[src/rtl/xmix_pkg.sv]
package xmix_pkg;
  localparam int NUM_COEF   = 4;
  localparam int CODE_W     = 8;
  localparam int GAIN_W     = 16;
  localparam int GAIN_FRAC  = 15;
  localparam int SLOT_LL    = 0;
  localparam int SLOT_LR    = 1;
  localparam int SLOT_RL    = 2;
  localparam int SLOT_RR    = 3;
  localparam logic [CODE_W-1:0] CODE_MUTE = 8'hFF;

  // reset code per slot: straight paths unity, cross paths muted
  function automatic logic [CODE_W-1:0] reset_code(input int slot);
    return (slot == SLOT_LL || slot == SLOT_RR) ? 8'd0 : CODE_MUTE;
  endfunction

  // 2^(-m/32) in Q1.15, one octave of mantissas
  function automatic logic [GAIN_W-1:0] mant(input logic [4:0] m);
    case (m)
      5'd0:  return 16'd32768;  5'd1:  return 16'd32066;
      5'd2:  return 16'd31379;  5'd3:  return 16'd30706;
      5'd4:  return 16'd30048;  5'd5:  return 16'd29405;
      5'd6:  return 16'd28774;  5'd7:  return 16'd28158;
      5'd8:  return 16'd27554;  5'd9:  return 16'd26964;
      5'd10: return 16'd26386;  5'd11: return 16'd25821;
      5'd12: return 16'd25268;  5'd13: return 16'd24726;
      5'd14: return 16'd24196;  5'd15: return 16'd23678;
      5'd16: return 16'd23170;  5'd17: return 16'd22674;
      5'd18: return 16'd22188;  5'd19: return 16'd21713;
      5'd20: return 16'd21248;  5'd21: return 16'd20792;
      5'd22: return 16'd20347;  5'd23: return 16'd19911;
      5'd24: return 16'd19484;  5'd25: return 16'd19066;
      5'd26: return 16'd18658;  5'd27: return 16'd18258;
      5'd28: return 16'd17867;  5'd29: return 16'd17484;
      5'd30: return 16'd17109;  default: return 16'd16743;
    endcase
  endfunction
endpackage

[src/rtl/xmix_gain_lut.sv]
module xmix_gain_lut
  import xmix_pkg::*;
(
  input  logic [CODE_W-1:0] code,
  output logic [GAIN_W-1:0] gain
);
  logic [CODE_W-1:0] rel;
  logic [4:0]        m;
  logic [3:0]        sh;

  always_comb begin
    rel = code - 8'd64;
    if (code <= 8'd64) begin
      // fine segment: 32 codes per octave
      m  = code[4:0];
      sh = {2'b00, code[6:5]};
    end else begin
      // coarse segment: 16 codes per octave
      m  = {rel[3:0], 1'b0};
      sh = 4'd2 + rel[7:4];
    end
    gain = (code == CODE_MUTE) ? '0 : (mant(m) >> sh);
  end
endmodule

[src/rtl/xmix_coef_ramp.sv]
module xmix_coef_ramp
  import xmix_pkg::*;
#(
  parameter logic [CODE_W-1:0] RST_CODE = '0
) (
  input  logic              clk,
  input  logic              rst_n,
  input  logic              wr_en,
  input  logic [CODE_W-1:0] wr_code,
  input  logic              step_en,
  output logic [CODE_W-1:0] tgt,
  output logic [CODE_W-1:0] cur,
  output logic [CODE_W-1:0] nxt
);
  logic [CODE_W-1:0] tgt_d;
  logic [CODE_W-1:0] cur_d;

  always_comb begin
    if (cur < tgt)      nxt = cur + 8'd1;
    else if (cur > tgt) nxt = cur - 8'd1;
    else                nxt = cur;
    tgt_d = wr_en   ? wr_code : tgt;
    cur_d = step_en ? nxt     : cur;
  end

  always_ff @(posedge clk or negedge rst_n) begin
    if (!rst_n) begin
      tgt <= RST_CODE;
      cur <= RST_CODE;
    end else begin
      tgt <= tgt_d;
      cur <= cur_d;
    end
  end
endmodule

[src/rtl/xmix_mix_chan.sv]
module xmix_mix_chan
  import xmix_pkg::*;
#(
  parameter int W = 16
) (
  input  logic signed [W-1:0] a,
  input  logic signed [W-1:0] b,
  input  logic [GAIN_W-1:0]   ga,
  input  logic [GAIN_W-1:0]   gb,
  output logic signed [W-1:0] y
);
  localparam int PRD_W = W + GAIN_W + 1;
  localparam int SUM_W = PRD_W + 1;
  localparam logic signed [SUM_W-1:0] HI = {{(SUM_W-W+1){1'b0}}, {(W-1){1'b1}}};
  localparam logic signed [SUM_W-1:0] LO = {{(SUM_W-W+1){1'b1}}, {(W-1){1'b0}}};

  logic signed [PRD_W-1:0] pa;
  logic signed [PRD_W-1:0] pb;
  logic signed [SUM_W-1:0] sum;
  logic signed [SUM_W-1:0] scaled;

  always_comb begin
    pa     = a * $signed({1'b0, ga});
    pb     = b * $signed({1'b0, gb});
    sum    = {pa[PRD_W-1], pa} + {pb[PRD_W-1], pb};
    scaled = sum >>> GAIN_FRAC;
    if (scaled > HI)      y = HI[W-1:0];
    else if (scaled < LO) y = LO[W-1:0];
    else                  y = scaled[W-1:0];
  end
endmodule

[src/rtl/xmix_matrix.sv]
module xmix_matrix
  import xmix_pkg::*;
#(
  parameter int W = 16
) (
  input  logic                clk,
  input  logic                rst_n,
  input  logic                sample_valid,
  input  logic signed [W-1:0] in_l,
  input  logic signed [W-1:0] in_r,
  input  logic                coef_wr,
  input  logic [CODE_W-1:0]   coef_idx,
  output logic                out_valid,
  output logic signed [W-1:0] out_l,
  output logic signed [W-1:0] out_r
);
  localparam int PTR_W = $clog2(NUM_COEF);

  logic [PTR_W-1:0]                  wr_ptr;
  logic [PTR_W-1:0]                  wr_ptr_d;
  logic [NUM_COEF-1:0][CODE_W-1:0]   tgt_idx;
  logic [NUM_COEF-1:0][CODE_W-1:0]   cur_idx;
  logic [NUM_COEF-1:0][CODE_W-1:0]   nxt_idx;
  logic [NUM_COEF-1:0][GAIN_W-1:0]   gain;
  logic signed [W-1:0]               mix_l;
  logic signed [W-1:0]               mix_r;
  logic signed [W-1:0]               out_l_d;
  logic signed [W-1:0]               out_r_d;

  assign wr_ptr_d = coef_wr ? wr_ptr + 1'b1 : wr_ptr;

  for (genvar k = 0; k < NUM_COEF; k++) begin : g_coef
    xmix_coef_ramp #(.RST_CODE(reset_code(k))) u_ramp (
      .clk     (clk),
      .rst_n   (rst_n),
      .wr_en   (coef_wr && (wr_ptr == PTR_W'(k))),
      .wr_code (coef_idx),
      .step_en (sample_valid),
      .tgt     (tgt_idx[k]),
      .cur     (cur_idx[k]),
      .nxt     (nxt_idx[k])
    );
    xmix_gain_lut u_lut (
      .code (nxt_idx[k]),
      .gain (gain[k])
    );
  end

  xmix_mix_chan #(.W(W)) u_left (
    .a(in_l), .b(in_r), .ga(gain[SLOT_LL]), .gb(gain[SLOT_RL]), .y(mix_l)
  );
  xmix_mix_chan #(.W(W)) u_right (
    .a(in_l), .b(in_r), .ga(gain[SLOT_LR]), .gb(gain[SLOT_RR]), .y(mix_r)
  );

  always_comb begin
    out_l_d = sample_valid ? mix_l : out_l;
    out_r_d = sample_valid ? mix_r : out_r;
  end

  always_ff @(posedge clk or negedge rst_n) begin
    if (!rst_n) begin
      wr_ptr    <= '0;
      out_valid <= 1'b0;
      out_l     <= '0;
      out_r     <= '0;
    end else begin
      wr_ptr    <= wr_ptr_d;
      out_valid <= sample_valid;
      out_l     <= out_l_d;
      out_r     <= out_r_d;
    end
  end
endmodule

[config.mk]
export PLATFORM = sky130hd
export DESIGN_NAME = xmix_matrix
export DESIGN_NICKNAME = d
export VERILOG_FILES = /design/src/rtl/xmix_pkg.sv /design/src/rtl/xmix_gain_lut.sv /design/src/rtl/xmix_coef_ramp.sv /design/src/rtl/xmix_mix_chan.sv /design/src/rtl/xmix_matrix.sv
export SDC_FILE = /design/constraint.sdc
export NUM_CORES = 2
export LEC_CHECK = 0
export BUFFER_PORTS_ARGS = -buffer_cell sky130_fd_sc_hd__buf_2
export CORE_AREA = 2 2 390 392
export DETAILED_ROUTE_END_ITERATION = 10
export DIE_AREA = 0 0 392 394
export PLACE_DENSITY_LB_ADDON = 0.2
export SLEW_MARGIN = 20
export SYNTH_ARGS = -nofsm -noshare
export SYNTH_HDL_FRONTEND = slang
export SYNTH_HIERARCHICAL = 1
export SYNTH_SLANG_ARGS = --single-unit
[constraint.sdc]
create_clock -name clk -period 14.9 [get_ports clk]
set_input_delay 2.235 -clock clk [delete_from_list [all_inputs] [get_ports clk]]
set_output_delay 2.235 -clock clk [all_outputs]
set_load 0.02 [all_outputs]
==> qor.yml <==
synth-async-reset-ratio_pct: 100
viasPerCell: 5.09
rsz0062_at_grt: "false"
io_buffers: 76
cts_tree: "yes"
grt-ovfl-total: 0
hpwl_um: 118000
crit_type: "reg2reg"
crit_required_ns: 15.21
path_clk_slew_ns: 0.09
cpMaxStageDelayCell: "o31ai_4"
grt_antenna_before_repair: 5
finalSetupTns_ns: 0
timing.fmax_ghz: 0.0724
dpl_cell_area_um2: 54800
ctsHoldBuffers: 0
slew_violations: 0
syn_area_um2: 52300
synthCells: 6086
fin_nets: 7481
end_kind: "register"
status: "completed"
cts_buffers: 9
synth_top_flop_cell: "dfrtp_1"
hold_violations: 0
ys_types: 108
clock_latency_ns: 0.43
h-tree-depth: 3
hold_class: "reg2reg"
dr_total_vias: 40822
core-area_um2: 151000
drt-total-wl_um: 150000
period_share_pct: 92.7
area_growth_pct: 5.34
antenna_left: 0
yosysMostFrequentCell: "inv_1"
holdPathStages: 1
synth_area_leaders: "fa_1, ha_1, inv_1"
cp_max_fo: 16
fin_area_um2: 55100
period_needed_ns: 13.82
cts_buffer_depth: 2
grt_pass1_wl_um: 244000
ioPinCount: 77
dieHeight_um: 394
worstMarginPinSlew_ns: 1.12
drtIter0Drc: 2483
track_usage_pct: 19.9
syn_nets: 7586
yosysSeqAreaShare_pct: 4.81
first_pass_iters: 6
start_util_pct: 34.7
die_x_um: 392
crit_arrival_ns: 14.13
grt_max_degree: 60
reg2reg_depth: 40
grt_pass1_vias: 43220
cts_resized: 0
fin_worst_skew_ns: 0.0143
drc_errors: 0
num-fill-cells: 15727
drive_gt1_share_pct: 8.44
critPathMaxStageDelay_ns: 0.77
slew_headroom_pct: 25.3
wl_per_cell_um: 18.7
root_buffer: "clkbuf_16"
syn_avg_cell_area_um2: 8.60
synth.largest_area_cell: "fa_1"
yosysWarnings: 6
cp-start-kind: "register"
worst_path_most_repeated_cell: "fa_1"
setup_violations: 0
rows: 143
multi_input_area_um2: 44000
synthTopCellsByCount: "inv_1, fa_1, nand2_1"
max_cap_viol_count: 0
synth_seq_cells: 99
gp_congestion: 0.886
regArea_um2: 2520
cts.sinks: 99
die-area_um2: 154000
postCtsSetupRepairBufs: 0
yosysTopAreaCellShare_pct: 34.3
synth_edf_count: 0
==> metrics by stage <==
step | instances | hold slack [ns] | setup slack (ns) | util, %
after floorplan | 6086 | 0.480 | 2.68 | -
after global placement | 8000 | 0.495 | 1.34 | 36.4
after detailed placement | 8000 | 0.505 | 1.17 | 36.4
after CTS | 8016 | 0.519 | 1.15 | 36.6
after global routing | 8016 | 0.523 | 0.246 | 36.6
final | 8017 | 0.516 | 1.08 | 36.6
==> per-layer routing <==
metal	track usage [%]	part of all wire [%]	up-vias	routed length, µm
met3	1.35	3.6	111	5340
met1	27.6	46	20870	68200
met5	0	0.0080	-	12
met2	34.1	49	808	73700
li1	-	-	19031	-
met4	3.95	1.8	2	2660
==> final timing paths <==
check | from | end | slack [ns]
min in group asynchronous | rst_n | out_r[6] | 1.81
max in group asynchronous | rst_n | out_l[0] | 11.72
worst min-delay path | g_coef[2].u_ramp/cur[7] | g_coef[2].u_ramp/cur[7] | 0.52
worst min register to register | g_coef[2].u_ramp/cur[7] | g_coef[2].u_ramp/cur[7] | 0.52
worst max register to register | g_coef[1].u_ramp/tgt[6] | out_r[2] | 1.08
worst max-delay path | g_coef[1].u_ramp/tgt[6] | out_r[2] | 1.08
==> critical path: cells and delay by family (launching register included) <==
kind / cells / cell delay [ns]
compound gates: 13 / 4.97
xor+xnor: 1 / 0.33
fa+ha+maj: 12 / 5.54
buf+inv: 6 / 0.46
flops: 1 / 0.52
mux: 2 / 0.63
simple gates: 6 / 1.18
==> placed cells by master (no fill, tap or decap), drive strengths merged, types with 40 or more instances in the layout <==
cell	count
a21o	46
o21ai	159
nor2b	78
nand2	601
a31oi	71
mux2i	40
dfrtp	67
xnor2	91
nor3	86
a21oi	174
inv	1239
nand3	82
fa	898
nor2	199
mux2	85
buf	178
nand2b	86
and2	598
a211oi	61
ha	558
nand4	49
==> sequential cells by signal (all words and copies together), names as in the netlist <==
register,count
g_coef.u_ramp/cur,32
g_coef.u_ramp/tgt,32
out_l,16
out_r,16
out_valid,1
wr_ptr,2
==> cells by family (layout without fill, tap and decap cells) <==
kind of cell | count (synthesis) | in the layout | share of synthesized area, %
and+or+nand+nor | 1955 | 1955 | 19.6
xor gates and xnor gates | 109 | 109 | 1.89
buffers and inverters | 1530 | 1430 | 11.9
muxes | 129 | 129 | 3.20
adders and majority gates | 1456 | 1456 | 47.7
AOI/OAI and AO/OA | 808 | 808 | 11.0
other | 0 | 1 | 0
DFF | 99 | 99 | 4.81
==> layout make-up <==
class / count / area share, %
repair buffers: 178 / 2.09
clock inverters: 7 / 0.166
inverters: 1236 / 8.45
clock buffers: 9 / 0.408
flip-flops and latches: 99 / 4.57
well taps: 2030 / 4.61
multi-input cells: 4457 / 79.7
diodes: 1 / 0.00454
Power is left out: the tool's default activity adds up to more than one toggle a clock period on the data nets, which glitch-free logic cannot reach.
